### config.mk
export PLATFORM = sky130hd
export DESIGN_NAME = fault_supervisor
export DESIGN_NICKNAME = d
export VERILOG_FILES = /design/src/rtl/fault_supervisor.sv
export SDC_FILE = /design/constraint.sdc
export NUM_CORES = 1
export LEC_CHECK = 0
export ABC_AREA = 1
export BUFFER_PORTS_ARGS = -buffer_cell sky130_fd_sc_hd__buf_2
export CAP_MARGIN = 0
export CORE_ASPECT_RATIO = 1.5
export CORE_UTILIZATION = 40
export DETAILED_ROUTE_END_ITERATION = 8
export GPL_TIMING_DRIVEN = 0
export SYNTH_ARGS = -nofsm -noshare
export SYNTH_HDL_FRONTEND = slang
export SYNTH_SLANG_ARGS = --single-unit
### constraint.sdc
create_clock -name clk -period 4.45 [get_ports clk]
set_input_delay 0.445 -clock clk [delete_from_list [all_inputs] [get_ports clk]]
set_output_delay 0.445 -clock clk [all_outputs]
set_load 0.02 [all_outputs]
### src/rtl/fault_supervisor.sv
module fault_supervisor #(
  parameter int N_OUT    = 6,
  parameter int TICK_KHZ = 32
) (
  input  logic             clk,
  input  logic             rst_n,
  input  logic             tick,
  input  logic [N_OUT-1:0] ctl_on,
  input  logic             ctl_clr,
  input  logic             ctl_slow,
  input  logic             ol_enable,
  input  logic             ctl_run,
  input  logic             inh_pin,
  input  logic             supply_bad,
  input  logic [N_OUT-1:0] ovc,
  input  logic             tw_warn,
  input  logic             tw_shut,
  input  logic [N_OUT-1:0] ol_flag,
  output logic [N_OUT-1:0] drv_en,
  output logic [15:0]      status
);
  localparam int SUP_LONG  = 14 * TICK_KHZ;
  localparam int SUP_SHORT = (7 * TICK_KHZ + 1) / 2;
  localparam int SC_LONG   = 100 * TICK_KHZ;
  localparam int SC_SHORT  = (25 * TICK_KHZ + 1) / 2;
  localparam int CW        = $clog2(SC_LONG + 1);

  logic [CW-1:0] sup_cnt;
  logic [CW-1:0] sup_lim, sc_lim;
  logic          sup_hit, psf, scd, shut_lat;
  logic [N_OUT-1:0] sc_off, trip;
  logic          run, gate;

  assign sup_lim = ctl_slow ? CW'(SUP_LONG) : CW'(SUP_SHORT);
  assign sc_lim  = ctl_slow ? CW'(SC_LONG)  : CW'(SC_SHORT);
  assign sup_hit = supply_bad && (sup_cnt >= sup_lim);

  always_ff @(posedge clk or negedge rst_n)
    if (!rst_n)                 sup_cnt <= '0;
    else if (!supply_bad)       sup_cnt <= '0;
    else if (tick && !sup_hit)  sup_cnt <= sup_cnt + CW'(1);

  always_ff @(posedge clk or negedge rst_n)
    if (!rst_n)        psf <= 1'b0;
    else if (ctl_clr)  psf <= 1'b0;
    else if (sup_hit)  psf <= 1'b1;

  for (genvar g = 0; g < N_OUT; g++) begin : g_sc
    logic [CW-1:0] cnt;
    logic          expired;
    assign expired = ovc[g] && (cnt >= sc_lim);
    assign trip[g] = ovc[g] && (tw_warn || expired);

    always_ff @(posedge clk or negedge rst_n)
      if (!rst_n)                cnt <= '0;
      else if (!ovc[g])          cnt <= '0;
      else if (tick && !expired) cnt <= cnt + CW'(1);

    always_ff @(posedge clk or negedge rst_n)
      if (!rst_n)        sc_off[g] <= 1'b0;
      else if (ctl_clr)  sc_off[g] <= 1'b0;
      else if (trip[g])  sc_off[g] <= 1'b1;
  end

  always_ff @(posedge clk or negedge rst_n)
    if (!rst_n)        scd <= 1'b0;
    else if (ctl_clr)  scd <= 1'b0;
    else if (|trip)    scd <= 1'b1;

  always_ff @(posedge clk or negedge rst_n)
    if (!rst_n)        shut_lat <= 1'b0;
    else if (tw_shut)  shut_lat <= 1'b1;
    else if (ctl_clr)  shut_lat <= 1'b0;

  assign run    = inh_pin & ctl_run;
  assign gate   = run & ~sup_hit & ~shut_lat;
  assign drv_en = ctl_on & ~sc_off & {N_OUT{gate}};

  always_comb begin
    status = '0;
    if (shut_lat) status = '1;
    else begin
      status[0]  = tw_warn;
      for (int i = 0; i < N_OUT; i++)
        status[i+1] = (ol_enable && ctl_run && !ctl_on[i]) ? ol_flag[i] : drv_en[i];
      status[13] = scd;
      status[14] = ~run;
      status[15] = psf;
    end
  end
endmodule


* Word level (Yosys, flattened, before mapping) *
Index checks and enable logic that the tools add are counted.

word-level totals
  bits of input ports = 29
  register bits = 93

cells by class
  order comparisons = 7
  $add $sub $neg = 7
  muxes and demuxes = 43
  equal/unequal tests = 7
  reductions and logical operators = 56
  bitwise gates (word level) = 9

operator list
  operator                                                number
  two-way mux 12 bit                                      15
  adder 12 x 1 -> 12 bit (second input constant)          7
  >= comparator 12 bit                                    6
  logical AND 1 bit                                       27
  two-way mux 1 bit                                       24
  nonzero test 2 bit                                      9
  inequality test 2 x 1 -> 1 bit (second input constant)  7
  zero test 1 bit                                         13
  AND 6 bit                                               2
  >= comparator 12 x 9 -> 1 bit                           1
  two-way mux 9 bit                                       1
  two-way mux 7 bit                                       1
  logical OR 1 bit                                        6
  two-way mux 6 bit                                       1
  inverter 6 bit                                          1
  OR reduction 6 bit                                      1
  AND 1 bit                                               3
  two-way mux 3 bit                                       1
  inverter 1 bit                                          3

* Logic depth before layout (Yosys ltp) *
  depth after elaboration = 9
  gate-level depth with buffers = 14
  mapped depth without buffers = 13

* Least setup slack after synthesis *
Ideal clock, no wire load.

  kind = in2out
  from = in ctl_slow
  to = out status[2]
  stages on the path = 12
  setup slack = 1.722 ns
  arrival = 2.283 ns
  path buffers = 1
  cell sequence = inv_1 > ha_1 > nand2_1 > nor2_1 > nor2_1 > nand2_1 > nand2_1 > nand2_1 > nand2_1 > nand2_1 > buf_2 > o21ai_0

on the way
  longest elaborated chain between the ends = 9

ends and longest elaborated chain
  what                           line  text
  start: declaration             10    input logic ctl_slow,
  two-way mux 9 bit              34    assign sup_lim = ctl_slow ? CW'(SUP_LONG) : CW'(SUP_SHORT);
  >= comparator 12 x 9 -> 1 bit  36    assign sup_hit = supply_bad && (sup_cnt >= sup_lim);
  logical AND 1 bit              36
  inverter 1 bit                 76    assign gate = run & ~sup_hit & ~shut_lat;
  AND 1 bit (2 in a row)         76
  AND 6 bit                      77    assign drv_en = ctl_on & ~sc_off & {N_OUT{gate}};
  two-way mux 1 bit              85    status[i+1] = (ol_enable && ctl_run && !ctl_on[i]) ? ol_flag[i] : drv_en[i];
  two-way mux 7 bit              81    if (shut_lat) status = '1;
  end: declaration               20    output logic [15:0] status

No other way between the ends.

* Worst setup path after layout *
  from = in ctl_slow
  to = out status[5]

Same word-level chain as after synthesis.

==> run_results.csv <==
group,metric,value,unit
layout,fin_nets,1017,
power_and_ir_drop,internal-power,1.39,mW
critical_path,rrSetupSlack,2.53,ns
timing,slew_headroom,33.2,%
critical_path,critPathArrivalTime,3.16,ns
cts,clk_latency,0.35,ns
cts,cts_setup_buffers,0,
global_route,grt_pass1_vias,5869,
global_route,gr-total-overflow,0,
power_and_ir_drop,fin_total_pwr,1.92,mW
logic_synthesis,synth_cell_types,38,
timing,rsz0062_at_grt,"no",
power_and_ir_drop,p_leak,3.59,nW
floorplan,io_pins,51,
logic_synthesis,synth-seq-cells,93,
global_route,grt_max_degree,48,
power_and_ir_drop,comb_power_share,12.9,%
timing,fin_skew,0.0100,ns
logic_synthesis,synth_area_per_cell,7.48,um^2
critical_path,path_buf_inv,4,
cts,cts_htree_levels,3,
critical_path,cp.required,4.01,ns
routing,antenna_left,0,
flow_run,max_cap_violations,0,
layout,final_cell_mix,"nand2_1 (189), nand3_1 (118), dfrtp_1 (93)",
layout,areaGrowthSynthToFinish,12.2,%
floorplan,die_h,160,um
critical_path,crit_family,"buffers and inverters",
routing,drt_iter0_drc,245,
logic_synthesis,synthCells,889,
power_and_ir_drop,ir_drop,0.200,mV
power_and_ir_drop,seq_power_share,46.3,%
placed_design,place_inst,1141,
layout,final_cells,1157,
timing,timing.final.crit_share,81.0,%
cts,clock_sinks,93,
floorplan,core_region_area,16300,um^2
critical_path,path_class,"input port to output pin",
critical_path,cp-end-kind,"output pin",
timing,layout_min_cycle_time,3.60,ns
critical_path,cpMostUsedCell,"nand2_1",
layout,fin_util,45.9,%
floorplan,die_x,107,um
global_route,track_usage,20.4,%
timing,fin_setup_tns,0,ns
timing,maxSlewViolCount,0,
power_and_ir_drop,p_sw_share,27.9,%
placed_design,place_hpwl,12100,um
power_and_ir_drop,switchingPower,0.537,mW
global_route,grt_pass1_wl,27900,um
routing,finalWirelength,16400,um
status,status,"finished clean",
routing,vias_per_cell,5.19,
hold_path,hp-class,"input port to async pin",
critical_path,slowest_delay,0.77,ns
timing,finalHoldViolCount,0,
critical_path,path_max_fanout,21,
cts,post_cts_resized,0,
global_route,antenna_found_initial,0,
placed_design,place_congestion,0.833,
cts,holdBufCountCts,0,
routing,drc,0,
layout,diodes,0,
layout,drive_gt1_share,13.4,%
routing,via_count,6005,
layout,multiInputGateArea,3740,um^2
timing,setup_viol,0,
logic_synthesis,netlist_area,6650,um^2
timing,tightest_slew,1.00,ns
floorplan,initial_core_util,40.9,%
critical_path,worst_setup_path_start_kind,"input port",
layout,seq_area,2330,um^2
cts,root_buffer,"clkbuf_16",
cts,numCtsBuffers,9,
routing,wl_per_cell,14.1,um
power_and_ir_drop,p_per_area,258,nW/um^2
cts,cts_tree,"yes",
power_and_ir_drop,clkPwrFrac,40.7,%
placed_design,numPortBuffers,45,
floorplan,die-area,17200,um^2
logic_synthesis,synth-seq-area-share,35.0,%
cts,clkSlewWorstSetupHoldPaths,0.07,ns
layout,n_fill_cell,1649,
routing,drt-pass1-iter-count,6,
layout,final_common_cell,"nand2_1",
critical_path,crit_path_cell_trace,"buf_2, inv_1, ha_1, nand2_1, nor2_1, nor2_1, nand2_1, nand2_1, nand2_1, nand2_1, nand2_1, buf_2, o21ai_0, buf_2",
timing,timing.fmax,278,MHz
critical_path,crit_slowest_cell,"inv_1",
floorplan,num_rows,57,
logic_synthesis,yosys_warnings,0,
logic_synthesis,syn_nets,960,
cts,cts_buffer_depth,2,
## power by group through the flow
stage                     Sequential (mW)  Clock [mW]  Combinational [mW]
after floorplan                     0.900           0               0.158
after global placement              0.906           0               0.246
after detailed placement            0.907           0               0.253
after CTS                           0.890       0.805               0.254
after global routing                0.893       0.839               0.283
final                               0.891       0.783               0.249
## final cells by class
class                           count  share of cell area, %
Inverter                           93                   4.68
Sequential cell                    93                   31.2
Clock inverter                      7                   1.01
Clock buffer                        9                   3.02
Tap cell                          206                   3.45
Timing Repair Buffer               46                   3.42
Multi-Input combinational cell    664                   50.1
Buffer                             39                   3.15
## state kept, by name, indices dropped and copies added, names as in the netlist
name and flops:
scd 1, g_sc.cnt 72, sc_off 6, shut_lat 1, psf 1, sup_cnt 12
## cell usage after synthesis (all sizes together)
| library cell | instances | area (um^2) |
|---|---|---|
| a21o | 2 | 15.0 |
| a21oi | 23 | 115 |
| a41oi | 1 | 8.76 |
| and3 | 3 | 33.8 |
| buf | 25 | 180 |
| clkbuf | 14 | 55.1 |
| dfrtp | 93 | 2330 |
| ha | 42 | 526 |
| inv | 93 | 349 |
| nand2 | 190 | 716 |
| nand3 | 120 | 611 |
| nand3b | 26 | 195 |
| nand4 | 41 | 257 |
| nor2 | 97 | 409 |
| nor3 | 21 | 125 |
| nor3b | 1 | 12.5 |
| nor4 | 6 | 58.8 |
| o21a | 1 | 7.51 |
| o21ai | 45 | 267 |
| o21bai | 1 | 7.51 |
| or2 | 3 | 18.8 |
| xnor2 | 5 | 43.8 |
| xor2 | 36 | 315 |
## cells by family (layout without fill, tap and decap cells)
group / count (synthesis) / after routing / synth area share [%]
adder cells (fa/ha/maj): 42 / 42 / 7.90
flip-flops: 93 / 93 / 35.0
buffers and inverters: 132 / 194 / 8.78
XOR/XNOR: 41 / 41 / 5.40
AO/OA/AOI/OAI: 73 / 73 / 6.32
AND/OR/NAND/NOR: 508 / 508 / 36.6
## worst paths after layout
path / to / from / depth (start not counted)
worst max-delay path: status[5] / ctl_slow / 14
worst min-delay path: g_sc[0].cnt[2] / rst_n / 1
worst max register to register: g_sc[5].cnt[7] / g_sc[5].cnt[11] / 8
worst min register to register: sup_cnt[10] / sup_cnt[10] / 2
max in group asynchronous: sc_off[3] / rst_n / 2
min in group clk: shut_lat / tw_shut / 2
## layer usage
layer | global-route usage [%] | wire [um] | up-vias
met4 | 5.92 | 242 | 0
met2 | 37.4 | 8330 | 102
met5 | 0 | 0 | -
met3 | 2.65 | 573 | 22
li1 | - | - | 3063
met1 | 24.5 | 7220 | 2818
## per-stage QoR
step	setup slack [ns]	cell area [um^2]	hold WS, ns
3_3_place_gp	0.779	7140	0.485
2_1_floorplan	1.72	6650	0.149
5_1_grt	0.597	7470	0.163
3_5_place_dp	0.733	7170	0.492
4_1_cts	0.722	7470	0.137
6_report	0.848	7470	0.101
(Power assumes the default switching activity.)
